## src/rtl/nco_reg_port.sv

```systemverilog
module nco_reg_port #(
  parameter int HALF_W  = 16,
  parameter int PHASE_W = 12
) (
  input  logic                  clk,
  input  logic                  rst_n,
  input  logic                  wr_n,
  input  logic [2:0]            addr,
  input  logic [HALF_W-1:0]     data,
  output logic [2*HALF_W-1:0]   freq0,
  output logic [2*HALF_W-1:0]   freq1,
  output logic [PHASE_W-1:0]    phase0,
  output logic [PHASE_W-1:0]    phase1,
  output logic [PHASE_W-1:0]    phase2,
  output logic [PHASE_W-1:0]    phase3
);
  logic                wr_q;
  logic                commit;
  logic [HALF_W-1:0]   f0_lo, f0_hi, f1_lo, f1_hi;
  logic [PHASE_W-1:0]  ph [4];

  always_ff @(posedge clk) begin
    if (!rst_n) wr_q <= 1'b1;
    else        wr_q <= wr_n;
  end

  assign commit = rst_n & wr_n & ~wr_q;

  always_ff @(posedge clk) begin
    if (commit) begin
      case (addr)
        3'd0: f0_lo <= data;
        3'd1: f0_hi <= data;
        3'd2: f1_lo <= data;
        3'd3: f1_hi <= data;
        default: ph[addr[1:0]] <= data[PHASE_W-1:0];
      endcase
    end
  end

  assign freq0  = {f0_hi, f0_lo};
  assign freq1  = {f1_hi, f1_lo};
  assign phase0 = ph[0];
  assign phase1 = ph[1];
  assign phase2 = ph[2];
  assign phase3 = ph[3];
endmodule

```

## config.mk

```make
export PLATFORM = sky130hd
export DESIGN_NAME = nco_reg_port
export DESIGN_NICKNAME = d
export VERILOG_FILES = /design/src/rtl/nco_reg_port.sv
export SDC_FILE = /design/constraint.sdc
export NUM_CORES = 1
export LEC_CHECK = 0
export BUFFER_PORTS_ARGS = -buffer_cell sky130_fd_sc_hd__buf_2
export CAP_MARGIN = 0
export CORE_MARGIN = 5
export CORE_UTILIZATION = 50
export CTS_BUF_LIST = sky130_fd_sc_hd__clkbuf_4 sky130_fd_sc_hd__clkbuf_8
export DETAILED_ROUTE_END_ITERATION = 10
export PLACE_DENSITY = 0.84
export SYNTH_ARGS = -nofsm -noshare
export SYNTH_HDL_FRONTEND = slang
export SYNTH_SLANG_ARGS = --single-unit
```

## constraint.sdc

```tcl
create_clock -name clk -period 2.9 [get_ports clk]
set_clock_uncertainty 0.2 [all_clocks]
set_input_delay 0.29 -clock clk [delete_from_list [all_inputs] [get_ports clk]]
set_output_delay 0.29 -clock clk [all_outputs]
set_load 0.005 [all_outputs]
```

==> summary.txt <==
Outcome
  • Outcome: finished clean

Global route
  • First-pass GRT wire length: 12,000 µm
  • Pin count of the biggest net entering global routing: 17
  • Global route total overflow: 0
  • Number of global-route vias before repair: between 2,000 and 2,500
  • Antenna violations before repair: 0
  • Gr usage total: about 20%

Logic synthesis
  • Top cells by area, synth: edfxtp_1, dfxtp_1, nor3_1
  • Synth warnings: 0
  • Mapped Cells: 127
  • Yosys reg bits: 113
  • Cell accounting for the most synthesized area: edfxtp_1
  • Synth top area share: a little over nine tenths
  • Seq/Total Area, Yosys: between 90 and 100%
  • Syn Std Cell Area: 0.00347 mm²
  • Syn_nets: around 150
  • Avg Cell Area, Syn: ~27 µm²
  • Library cells used by synthesis: 11

Layout
  • Share of post-route cells with drive strength above 1: a little under three fifths
  • Area Overhead vs Synth: 43.2%
  • Post-route cell area: roughly 0.0050 mm²
  • Filler cells: between 400 and 500
  • Nets: about 330
  • # diodes: 0

Place
  • Final Wtd Congestion: 0.805
  • Placed cell area: between 0.004 and 0.005 mm²
  • Detailed Place HPWL: roughly 5300 µm
  • I/O Buffers: between 100 and 150

Power
  • Pwr Total: 0.00346 W
  • Leakage: roughly 1.9 nW
  • VDD IR-drop max: ~0.00034 V
  • Power Density: 695 mW/mm²

Worst setup path
  • Number of buffers and inverters on the critical path: 3
  • Crit-path max FO: 10
  • CP Cell Sequence: dlygate4sd3_1, buf_2, nand3b_1, nor3_2, buf_4
  • Required time of the critical path: between 2 and 3 ns
  • WS Path Type: in -> reg
  • Crit path DAT: between 1.5 and 2 ns
  • Delay of the slowest critical-path stage: 0.52 ns
  • Worst setup SP type: input port
  • Crit path depth: 5
  • CP Capture Type: flop
  • Crit-path leading delay family: buffers and inverters
  • CP max-delay cell: dlygate4sd3_1
  • FF-to-FF path depth: 3

Timing
  • Final setup violation count: 0
  • Max Slew Vio Count: 0
  • Unrepaired setup endpoints after global routing: false
  • Relative slew slack: 57.7%
  • Worst-margin pin slew: between 0.6 and 0.7 ns
  • Fin crit period: approximately 2 ns
  • Setup TNS: 0 ns
  • Tcrit/Tclk final: between 60% and 70%
  • Final hold violation count: 0
  • Maximum clock rate: roughly 500 MHz

Min path
  • Tightest Hold Check Type: in -> reg
  • Hold Path Stages: 2

Clock network
  • Max clock buf depth: 2
  • CTS tree: built
  • Post-CTS resize count: 0
  • Clock Latency Late Sink: roughly 0.40 ns
  • CTS Root Cell: clkbuf_8
  • Worst-path clk slew: roughly 0.07 ns
  • Sink Count: 113
  • CTS Buf Count: 17
  • H-tree levels: 4

Floorplanning
  • Core area: around 0.0068 mm²
  • Die ar.: between 0.008 and 0.009 mm²
  • Starting Density: 51.1%
  • Die Wd: about 93 µm
  • Row count: 30
  • Die height: slightly above 90 µm
  • # IOs: 134

Detailed routing
  • DR DRC count: 0
  • DRT iter0 DRCs: roughly 150
  • Post-DR wirelength/cell: between 20 and 25 µm
  • Total wire length: 8310 µm
  • TritonRoute pass-1 iters: 4
  • Post-DR vias/cell: just under 5
  • Routed via count: roughly 2,000
  • Antenna Nets Post-Route: 0

Job
  • Max Cap Violations: 0
per-stage QoR:
step,hold WS (ns),std cells,util [%],setup WS (ns)
final,0.167,415,73.2,0.901
after global placement,0.316,365,64.1,0.970
after CTS,0.144,415,73.2,0.902
after detailed placement,0.325,365,64.1,0.949
after floorplan,0.186,127,-,0.244
after global routing,0.156,415,73.2,0.792
power by group:
part | switching, W | leakage [nW] | internal [W] | total [W]
Combinational | 0.0000400 | 0.670 | 0.0000333 | 0.0000733
Sequential | 0.00000293 | 1.02 | 0.00180 | 0.00180
Clock | 0.000624 | 0.211 | 0.000957 | 0.00158
placed cells by master, fill, tap and decap left out, types with 2 or more instances in the layout:
| master | Yosys | layout |
|---|---|---|
| clkinvlp_4 | 0 | 3 |
| clkinv_4 | 0 | 3 |
| buf_4 | 0 | 9 |
| clkbuf_8 | 0 | 17 |
| edfxtp_1 | 112 | 112 |
| clkbuf_4 | 0 | 2 |
| dlygate4sd3_1 | 0 | 18 |
| buf_2 | 0 | 133 |
| nor2_1 | 2 | 2 |
| bufinv_16 | 0 | 4 |
| nor3_2 | 0 | 4 |
| nor4_2 | 0 | 2 |
logic make-up (layout without fill, tap and decap cells):
kind of cell	after synthesis	in the layout	synth area share (%)
flip-flops	113	113	97.4
AND/OR/NAND/NOR	14	14	2.56
buffers and inverters	0	192	0
registers in the layout, indices dropped and copies added (netlist names):
| register | flops |
|---|---|
| f0_hi | 16 |
| f0_lo | 16 |
| f1_hi | 16 |
| f1_lo | 16 |
| ph | 48 |
| wr_q | 1 |
final timing paths:
kind,start,endpoint,slack (ns)
setup reg to reg,wr_q$_SDFF_PN1_,f1_lo[5]$_DFFE_PP_,1.01
hold / removal,addr[2],f1_lo[7]$_DFFE_PP_,0.17
setup / recovery,wr_n,f1_lo[5]$_DFFE_PP_,0.90
hold reg to reg,wr_q$_SDFF_PN1_,ph[1][3]$_DFFE_PP_,0.69
cell type report:
| cell class | instances | area [µm²] | share of cell area, % |
|---|---|---|---|
| sequential | 113 | 3380 | 68.0 |
| timing repair buffer | 160 | 913 | 18.4 |
| clock buffer | 19 | 249 | 5.01 |
| clock inverter | 13 | 186 | 3.75 |
| multi-input combinational | 14 | 121 | 2.44 |
| tap | 96 | 120 | 2.42 |
per-layer routing:
metal	wire, µm	global-route usage [%]	vias up
li1	-	-	880
met3	633	6.68	4
met1	3340	23.7	1024
met4	67	8.30	0
met2	4270	32.8	112
met5	0	0	-
synth_stat cells:
library cell  number
nor4_1             2
nand4_1            1
nor2_1             2
nand4b_1           1
dfxtp_1            1
nand3b_1           1
nor3_1             4
or2b_1             1
edfxtp_1         112
nand2b_4           1
nand3_1            1
what timing repair did:
action | in CTS | in global routing
endpoints found under the hold margin | 113 | 0
setup endpoints to repair | 0 | 0
hold buffers | 18 | 0
buffers inserted | 0 | 0
Note: power is estimated with default switching activity, not from simulation.
